### config.mk
export PLATFORM = sky130hd
export DESIGN_NAME = fifo_wr_gate
export DESIGN_NICKNAME = d
export VERILOG_FILES = /design/src/rtl/fwg_pkg.sv /design/src/rtl/fwg_rd_capture.sv /design/src/rtl/fwg_fill_class.sv /design/src/rtl/fifo_wr_gate.sv
export SDC_FILE = /design/constraint.sdc
export NUM_CORES = 1
export LEC_CHECK = 0
export BUFFER_PORTS_ARGS = -buffer_cell sky130_fd_sc_hd__clkbuf_2
export CAP_MARGIN = 20
export CORE_AREA = 2 2 39 41
export DETAILED_ROUTE_END_ITERATION = 10
export DIE_AREA = 0 0 41 43
export PLACE_DENSITY = 0.73
export SYNTH_ARGS = -nofsm -noshare
export SYNTH_HDL_FRONTEND = slang
export SYNTH_SLANG_ARGS = --single-unit
### constraint.sdc
create_clock -name clk -period 2.27 [get_ports clk]
set_input_delay 0.227 -clock clk [delete_from_list [all_inputs] [get_ports clk]]
set_output_delay 0.227 -clock clk [all_outputs]
set_load 0.1 [all_outputs]
### src/rtl/fwg_pkg.sv
package fwg_pkg;

    // Fill class of the FIFO as seen from the write side
    typedef enum logic [1:0] {
        LVL_ROOM  = 2'd0,
        LVL_FULL2 = 2'd1,
        LVL_FULL1 = 2'd2,
        LVL_FULL  = 2'd3
    } fill_lvl_e;

endpackage

### src/rtl/fwg_rd_capture.sv
module fwg_rd_capture #(
    parameter int PW = 5
) (
    input  logic          clk,
    input  logic          rst_n,
    input  logic [PW-1:0] rd_ptr_in,
    output logic [PW-1:0] rd_ptr_seen
);

    logic [PW-1:0] seen_d, seen_q;

    always_comb begin
        seen_d = rd_ptr_in;
    end

    always_ff @(posedge clk or negedge rst_n) begin
        if (!rst_n) seen_q <= '0;
        else        seen_q <= seen_d;
    end

    assign rd_ptr_seen = seen_q;

endmodule

### src/rtl/fwg_fill_class.sv
module fwg_fill_class
    import fwg_pkg::*;
#(
    parameter int ADDR_W = 4
) (
    input  logic [ADDR_W:0] wr_ptr,
    input  logic [ADDR_W:0] rd_ptr,
    output fill_lvl_e       level
);

    localparam int PW = ADDR_W + 1;
    localparam logic [PW-1:0] DEPTH_P = PW'(1 << ADDR_W);

    logic [PW-1:0] occ;

    always_comb begin
        occ = wr_ptr - rd_ptr;
        if (occ == DEPTH_P)                 level = LVL_FULL;
        else if (occ == DEPTH_P - PW'(1))   level = LVL_FULL1;
        else if (occ == DEPTH_P - PW'(2))   level = LVL_FULL2;
        else                                level = LVL_ROOM;
    end

endmodule

### src/rtl/fifo_wr_gate.sv
module fifo_wr_gate
    import fwg_pkg::*;
#(
    parameter int ADDR_W = 4
) (
    input  logic            clk,
    input  logic            rst_n,
    input  logic            wr_en,
    input  logic [ADDR_W:0] rd_ptr_sync,
    output logic            wr_room,
    output logic            wr_strobe,
    output logic [ADDR_W:0] wr_ptr
);

    localparam int PW = ADDR_W + 1;

    typedef struct packed {
        logic [PW-1:0] wptr;
        logic          room;
    } st_t;

    st_t           st_d, st_q;
    logic [PW-1:0] rd_seen_q;
    fill_lvl_e     level;
    logic          accept;

    fwg_rd_capture #(.PW(PW)) i_rd_capture (
        .clk         (clk),
        .rst_n       (rst_n),
        .rd_ptr_in   (rd_ptr_sync),
        .rd_ptr_seen (rd_seen_q)
    );

    fwg_fill_class #(.ADDR_W(ADDR_W)) i_fill_class (
        .wr_ptr (st_q.wptr),
        .rd_ptr (rd_seen_q),
        .level  (level)
    );

    always_comb begin
        accept  = wr_en && st_q.room;
        st_d    = st_q;
        st_d.wptr = st_q.wptr + PW'(accept);
        case (level)
            LVL_FULL:  st_d.room = 1'b0;
            LVL_FULL1: st_d.room = !accept;
            default:   st_d.room = 1'b1;
        endcase
    end

    always_ff @(posedge clk or negedge rst_n) begin
        if (!rst_n) begin
            st_q.wptr <= '0;
            st_q.room <= 1'b0;
        end else begin
            st_q <= st_d;
        end
    end

    assign wr_room   = st_q.room;
    assign wr_strobe = accept;
    assign wr_ptr    = st_q.wptr;

endmodule

==> results of run 1 <==
## metrics by stage
stage	area (um^2)	hold WS [ns]
final	666.9	0.06671
after CTS	666.9	0.05694
after floorplan	540.5	-0.06859
after global placement	630.6	0.1143
after detailed placement	630.6	0.1211
after global routing	666.9	0.05164
## timing repair
item	CTS	global route
hold buffers	1	0
hold endpoints to repair	11	0
buffers inserted	0	0
## flip-flops by register name, summed over array words and instances, names as in the netlist
signal and count:
i_rd_capture.rd_ptr_seen 5, wr_ptr 5, wr_room 1
## cell usage in the layout (no fill, tap or decap), types with 2 or more instances in the layout
cell type  synthesis  layout
nor2_1             2       2
dfrtp_2            0       2
dfrtp_1           11       9
nand2b_1           2       2
xor2_1             3       3
clkbuf_4           0       3
ha_1               6       6
nand3_1            3       3
clkbuf_2           0      14
xnor2_1            4       4
inv_1              5       5
## how the worst min path moves through the flow
stage | from | to
final | rd_ptr_sync[1] | i_rd_capture.rd_ptr_seen[1]
after global routing | rd_ptr_sync[2] | i_rd_capture.rd_ptr_seen[2]
after CTS | rd_ptr_sync[1] | i_rd_capture.rd_ptr_seen[1]
after detailed placement | rst_n | i_rd_capture.rd_ptr_seen[0]
after global placement | rst_n | wr_room
after floorplan | rst_n | i_rd_capture.rd_ptr_seen[0]
## metal layers
metal  vias to the layer above  global-route usage (%)
met5                         -                       0
met1                       178                   13.95
li1                        181                       -
met2                         6                   20.31
met4                         0                   12.00
met3                         2                   3.141
## logic make-up after synthesis
family                   share of synthesized area, %
AO/OA/AOI/OAI                                   2.564
XOR/XNOR                                        11.42
adder cells (fa/ha/maj)                         17.72
buffers and inverters                           3.497
flip-flops                                      51.28
multiplexers                                    2.098
AND/OR/NAND/NOR                                 11.42
## worst max-delay path, cell delays in order (launching register included)
cell and delay, ns:
dfrtp_2 0.37, inv_1 0.05, ha_1 0.21, fa_1 0.40
nand2b_1 0.17, a21oi_2 0.13, xnor2_1 0.09, nand4b_1 0.17
mux2_2 0.26
## cell type report
cell class / count / share of cell area [%]
inverter: 5 / 2.814
multi-input combinational: 28 / 36.59
timing repair buffer: 15 / 12.01
clock buffer: 4 / 3.940
sequential: 11 / 41.65
tap: 16 / 3.002
==> reports/qor.txt, run 1 <==
Status: finished, final reports clean
Worst skew pair latency: 0.26 ns
Max-Cap Viols: 0
Ranking of synthesized cells by area: dfrtp_1 51%, ha_1 14%, xnor2_1 6.5%, xor2_1 4.9%, fa_1 3.7%
Die Height: 43 um
Setup crit end: wr_room
Wl on met1: 319 um
Vias: 367
DR iter-0 viols: 6
CP endpoint kind: register
Initial core utilization: 38.79%
Area leader, netlist: dfrtp_1
H-tree Lvls: 1
Worst R2R Path Depth: 8
Tightest Pin Transition: 0.5394 ns
# setup viols final: 0
Synthesized area per cell: 12.20 um^2
YS warnings: 0
DR WL met2: 459 um
Reg-to-reg startpoint: wr_ptr[0]
Count of cell types in the netlist: 16
Vias in the first global route: 395
Avg WL per Cell: 10.42 um
CP Launch Point: wr_ptr[0]
Yosys top cell area share: 51.28%
Finished Layout Cells: 79
Critical R2R Capture: wr_room
Highest Signal Layer: met4
Met3 wire len: 23 um
Dpl ws: 0.3008 ns
Cell Count Post-Placement: 74
RSZ-0062 raised after global routing: false
Placeable Area: 1384 um^2
Post-synth top cells: 11 x dfrtp_1, 6 x ha_1, 5 x inv_1
Finished Core Util: 48.19%
TritonCTS clock tree: built
Worst Slack Setup Final: 0.3080 ns
Synth Instances: 44
EDFF count, synth: 0
Final Skew: 0.001432 ns
Endpoints failing hold: 0
Minimum clock period: 1.962 ns
Pin count of the biggest net entering global routing: 12
Post-synthesis register bit count: 11
Post-route ant nets: 0
Min-Delay Path Class: in2reg
Fillers: 130
Max frequency: 509.7 MHz
Clock root cell: clkbuf_4
Setup TNS: 0 ns
Clk sinks: 11
Register Area: 277.8 um^2
Worst Path Arrival: 2.11 ns
Gp weighted congestion: 0.7617
Ports: 15
Final Max Slew Viols: 0
Setup slack, reg-to-reg: 0.31 ns
Post-synthesis cell area: 536.8 um^2
DRC viols: 0
Fraction of layout cells with a size suffix above 1: 34.92%
Final period utilization: 86.43%
Drt pass-1 iters: 2
Worst Hold Depth: 1
Net count after synthesis: 59
Worst EP required: 2.42 ns
Final nets: 79
Setup Crit Path Kind: reg2reg
Peak fanout along the critical path: 3
Area of the multi-input gates: 244.0 um^2
Sequential-to-total area share from yosys stat: 51.28%
Total gr overflow: 0
Die X: 41 um
Diodes inserted: 0
First-pass GRT wire length: 1462 um
Most common cell in the synthesized netlist: dfrtp_1
Hpwl dp: 687.7 um
Setup crit start kind: register
CTS buffer count: 3
Rel. slew slack: 64.19%
All-Layer GR Usage: 13.28%
Cell Rows: 14
CTS Buffer Depth: 2
Reg clk slew, reported paths: 0.07 ns
Initial antenna violation count: 0
PortBufs: 14
Resize count post-CTS: 0
Via density: 4.646
WL final: 823 um
Area grow syn2layout: 24.24%
Ys async rst share: 100.0%
Main synth FF type: dfrtp_1
Die area: 1763 um^2
Power of run 1 is left out: the tool's default activity adds up to more than one toggle a clock period on the data nets, which glitch-free logic cannot reach.
==> run 2: changes to the inputs <==
==> constraint.sdc (replaced) <==
create_clock -name clk -period 2.27 [get_ports clk]
set_input_delay 0.681 -clock clk [delete_from_list [all_inputs] [get_ports clk]]
set_output_delay 0.681 -clock clk [all_outputs]
set_load 0.1 [all_outputs]
==> reports/qor.txt, run 2 (synthesis gave the netlist of run 1 again) <==
First-pass GRT wire length: 1711 um
Die area: 1763 um^2
Worst R2R Path Depth: 8
Ports: 15
Worst Path Arrival: 2.19 ns
WL final: 969 um
DRC viols: 0
Avg WL per Cell: 12.42 um
Fillers: 128
Final Skew: 0.005705 ns
Endpoints failing hold: 0
PortBufs: 14
Tightest Pin Transition: 0.5408 ns
CTS Buffer Depth: 2
Dpl ws: 0.2618 ns
Finished Layout Cells: 78
Area grow syn2layout: 25.41%
Setup Crit Path Kind: reg2reg
Status: finished, final reports clean
Initial core utilization: 38.79%
Area of the multi-input gates: 244.0 um^2
Resize count post-CTS: 0
Hpwl dp: 770.1 um
Die Height: 43 um
Reg clk slew, reported paths: 0.08 ns
H-tree Lvls: 1
Minimum clock period: 2.029 ns
# setup viols final: 0
Final Max Slew Viols: 0
Register Area: 277.8 um^2
Clock root cell: clkbuf_4
Commonest non-fill, non-tap cell in the layout: clkbuf_2
Hold_buf cts: 0
Gp weighted congestion: 0.7815
Rel. slew slack: 64.10%
Drt pass-1 iters: 4
Cell Rows: 14
Post-route ant nets: 0
Worst skew pair latency: 0.27 ns
Via density: 4.731
TritonCTS clock tree: built
Min-Delay Path Class: in2async
Setup crit start kind: register
Final period utilization: 89.39%
Total gr overflow: 0
Worst EP required: 2.43 ns
Max frequency: 492.8 MHz
Initial antenna violation count: 0
Max-Cap Viols: 0
CP endpoint kind: register
Clk sinks: 11
Fraction of layout cells with a size suffix above 1: 37.10%
Vias: 369
Final nets: 78
Vias in the first global route: 421
RSZ-0062 raised after global routing: false
Most frequent cells in the layout: 13 x clkbuf_2, 9 x dfrtp_1, 6 x ha_1
# Post-CTS Setup Buffers: 0
Pin count of the biggest net entering global routing: 12
DR iter-0 viols: 1
Cell Count Post-Placement: 74
CTS buffer count: 3
Diodes inserted: 0
All-Layer GR Usage: 15.89%
Die X: 41 um
Peak fanout along the critical path: 3
Placeable Area: 1384 um^2
Worst Slack Setup Final: 0.2409 ns
## run 2: cell count changes in the layout (fill, tap and decap cells not counted), sizes merged
cell	before	now
clkbuf	18	16
dlygate4sd3	1	0
clkinv	0	1
buf	0	1
## run 2: final cells by class
type / instances / area share (%)
clock buffers: 3 / 3.346
clock inverters: 1 / 0.7435
inverters: 5 / 2.788
multi-input cells: 28 / 36.25
flip-flops and latches: 11 / 41.26
well taps: 16 / 2.974
repair buffers: 14 / 12.64
## run 2: final timing paths
kind / slack [ns] / endpoint / start
worst max-delay path: 0.24 / wr_room / wr_ptr[0]
worst min-delay path: 0.27 / i_rd_capture.rd_ptr_seen[3] / rst_n
worst max register to register: 0.24 / wr_room / wr_ptr[0]
worst min register to register: 0.52 / wr_ptr[4] / wr_ptr[4]
max in group asynchronous: 1.76 / wr_ptr[0] / rst_n
min in group clk: 0.51 / i_rd_capture.rd_ptr_seen[2] / rd_ptr_sync[2]
## run 2: per-layer routing
layer / GRT usage, % / share of wire (%)
met2: 25.62 / 59
met5: 0 / 0
met1: 15.82 / 36
met3: 3.141 / 2.5
met4: 14.00 / 2.3
## run 2: worst max-delay path, stage by stage (launching register included)
cell and delay (ns):
dfrtp_2 0.38, inv_1 0.05, ha_1 0.22, fa_1 0.40, nand2b_1 0.18, a21oi_2 0.14
xnor2_1 0.09, nand4b_1 0.19, mux2_2 0.27
## run 2: stage by stage
step	TNS, ns	util [%]	area [um^2]	hold slack (ns)
final	0	48.64	673.1	0.2675
after global routing	0	48.64	673.1	0.2700
after CTS	0	48.64	673.1	0.2669
after detailed placement	0	46.65	645.6	0.5119
after global placement	0	46.65	645.6	0.4976
after floorplan	-0.1218	-	540.5	0.3854
Power of run 2 is left out for the same reason.
==> run 3: changes to the inputs <==
Settings changed: ABC_AREA set to 1, PLACE_DENSITY 0.73 to 0.79.
==> reports/qor.txt, run 3 <==
Status: finished, final reports clean
Kind of cell adding the most delay to the critical path: buffers and inverters
Worst Slack Setup Final: 0.3870 ns
Dpl ws: 0.4147 ns
# Post-CTS Setup Buffers: 0
Count of cell types in the netlist: 14
All-Layer GR Usage: 15.15%
Pin count of the biggest net entering global routing: 12
Worst Path Arrival: 1.20 ns
Post-synth top cells: 17 x nand2_1, 11 x dfrtp_1, 11 x inv_1
Vias: 481
# setup viols final: 0
Clk sinks: 11
Total gr overflow: 0
YS warnings: 0
First-pass GRT wire length: 1738 um
WL final: 1024 um
Max frequency: 531.1 MHz
DRC viols: 0
Final nets: 103
Hold WS: 0.2792 ns
Post-synthesis register bit count: 11
Main synth FF type: dfrtp_1
Most common cell in the synthesized netlist: nand2_1
Via density: 4.670
Tightest Pin Transition: 0.5413 ns
Die Height: 43 um
Final period utilization: 82.95%
PortBufs: 14
Die X: 41 um
Hold_buf cts: 0
Max-Cap Viols: 0
Fraction of layout cells with a size suffix above 1: 29.89%
Most frequent cells in the layout: 17 x nand2_1, 13 x clkbuf_2, 10 x inv_1, 10 x dfrtp_1, 7 x nand3_1
Diodes inserted: 0
Peak fanout along the critical path: 5
Worst EP required: 1.59 ns
Ys async rst share: 100.0%
Final Skew: 0.0001830 ns
Rel. slew slack: 64.07%
RSZ-0062 raised after global routing: false
Clock root cell: clkbuf_4
CP endpoint kind: output port
Net count after synthesis: 84
Resize count post-CTS: 0
Slowest cell on the critical path: clkbuf_2
Ranking of synthesized cells by area: dfrtp_1 45%, ha_1 12%, nand2_1 10%, inv_1 6.8%, nand3_1 5.7%
Yosys top cell area share: 45.17%
Sequential-to-total area share from yosys stat: 45.17%
Area leader, netlist: dfrtp_1
Min-Delay Path Class: in2async
DR iter-0 viols: 4
Cell Count Post-Placement: 99
Post-route ant nets: 0
Setup TNS: 0 ns
TritonCTS clock tree: built
EDFF count, synth: 0
Initial antenna violation count: 0
Vias in the first global route: 451
Cell Rows: 14
Setup Crit Path Kind: reg2out
Endpoints failing hold: 0
Post-synthesis cell area: 609.3 um^2
Gp weighted congestion: 0.7540
Synth Instances: 69
Commonest non-fill, non-tap cell in the layout: nand2_1
Die area: 1763 um^2
Minimum clock period: 1.883 ns
CTS buffer count: 3
CP Buf/Inv Count: 1
Avg WL per Cell: 9.942 um
Reg clk slew, reported paths: 0.07 ns
Ports: 15
Initial core utilization: 44.03%
Drt pass-1 iters: 4
Finished Layout Cells: 103
Setup crit start kind: register
Final Max Slew Viols: 0
Worst skew pair latency: 0.26 ns
CTS Buffer Depth: 2
Synthesized area per cell: 8.831 um^2
Hpwl dp: 868.5 um
H-tree Lvls: 1
Area grow syn2layout: 22.38%
Crit-path max cell delay: 0.49 ns
Placeable Area: 1384 um^2
CP Cell Sequence: clkbuf_2
==> run 3: cell count changes after synthesis, moves of 2 or more <==
cell,before,now
nand3_1,3,7
xnor2_1,4,1
nand2b_1,2,0
nand2_1,0,17
nand2_2,0,5
inv_1,5,11
a21oi_1,0,2
==> run 3: layout make-up <==
class                           count  area (um^2)
Timing Repair Buffer               14        85.08
Tap cell                           16        20.02
Sequential cell                    11        276.5
Multi-Input combinational cell     46        289.0
Clock buffer                        4        26.28
Inverter                           12        48.80
Fill cell                         127        638.1
==> run 3: logic make-up after synthesis <==
family                     count (synthesis)  share of synthesized area [%]
DFF                                       11                          45.17
xor gates and xnor gates                   3                          4.313
and+or+nand+nor                           34                          25.87
buffers and inverters                     12                          7.392
AOI/OAI and AO/OA                          2                          1.643
adders and majority gates                  7                          15.61
==> run 3: metal layers <==
| metal | wire [um] | track usage, % | share of wire [%] | vias up |
|---|---|---|---|---|
| li1 | - | - | - | 251 |
| met1 | 434 | 16.78 | 42 | 220 |
| met2 | 536 | 24.38 | 52 | 8 |
| met5 | 0 | 0 | 0 | - |
| met4 | 19 | 10.00 | 1.9 | 0 |
| met3 | 33 | 3.141 | 3.2 | 2 |
==> run 3: per-stage QoR <==
| step | util, % | cell area (um^2) |
|---|---|---|
| floorplan | - | 614.3 |
| global placement | 51.99 | 719.4 |
| detailed placement | 51.99 | 719.4 |
| CTS | 53.89 | 745.7 |
| global route | 53.89 | 745.7 |
| finish | 53.89 | 745.7 |
==> run 3: worst paths after layout <==
check / from / to / slack (ns) / cells after the start
worst max-delay path: wr_ptr[2] / wr_ptr[2] / 0.39 / 1
worst min-delay path: rst_n / wr_room / 0.28 / 1
worst max register to register: wr_ptr[0] / wr_room / 0.62 / 9
worst min register to register: wr_ptr[0] / wr_ptr[0] / 0.53 / 1
max in group asynchronous: rst_n / wr_room / 1.76 / 1
min in group clk: rd_ptr_sync[2] / i_rd_capture.rd_ptr_seen[2] / 0.52 / 1
Power of run 3 is left out for the same reason.
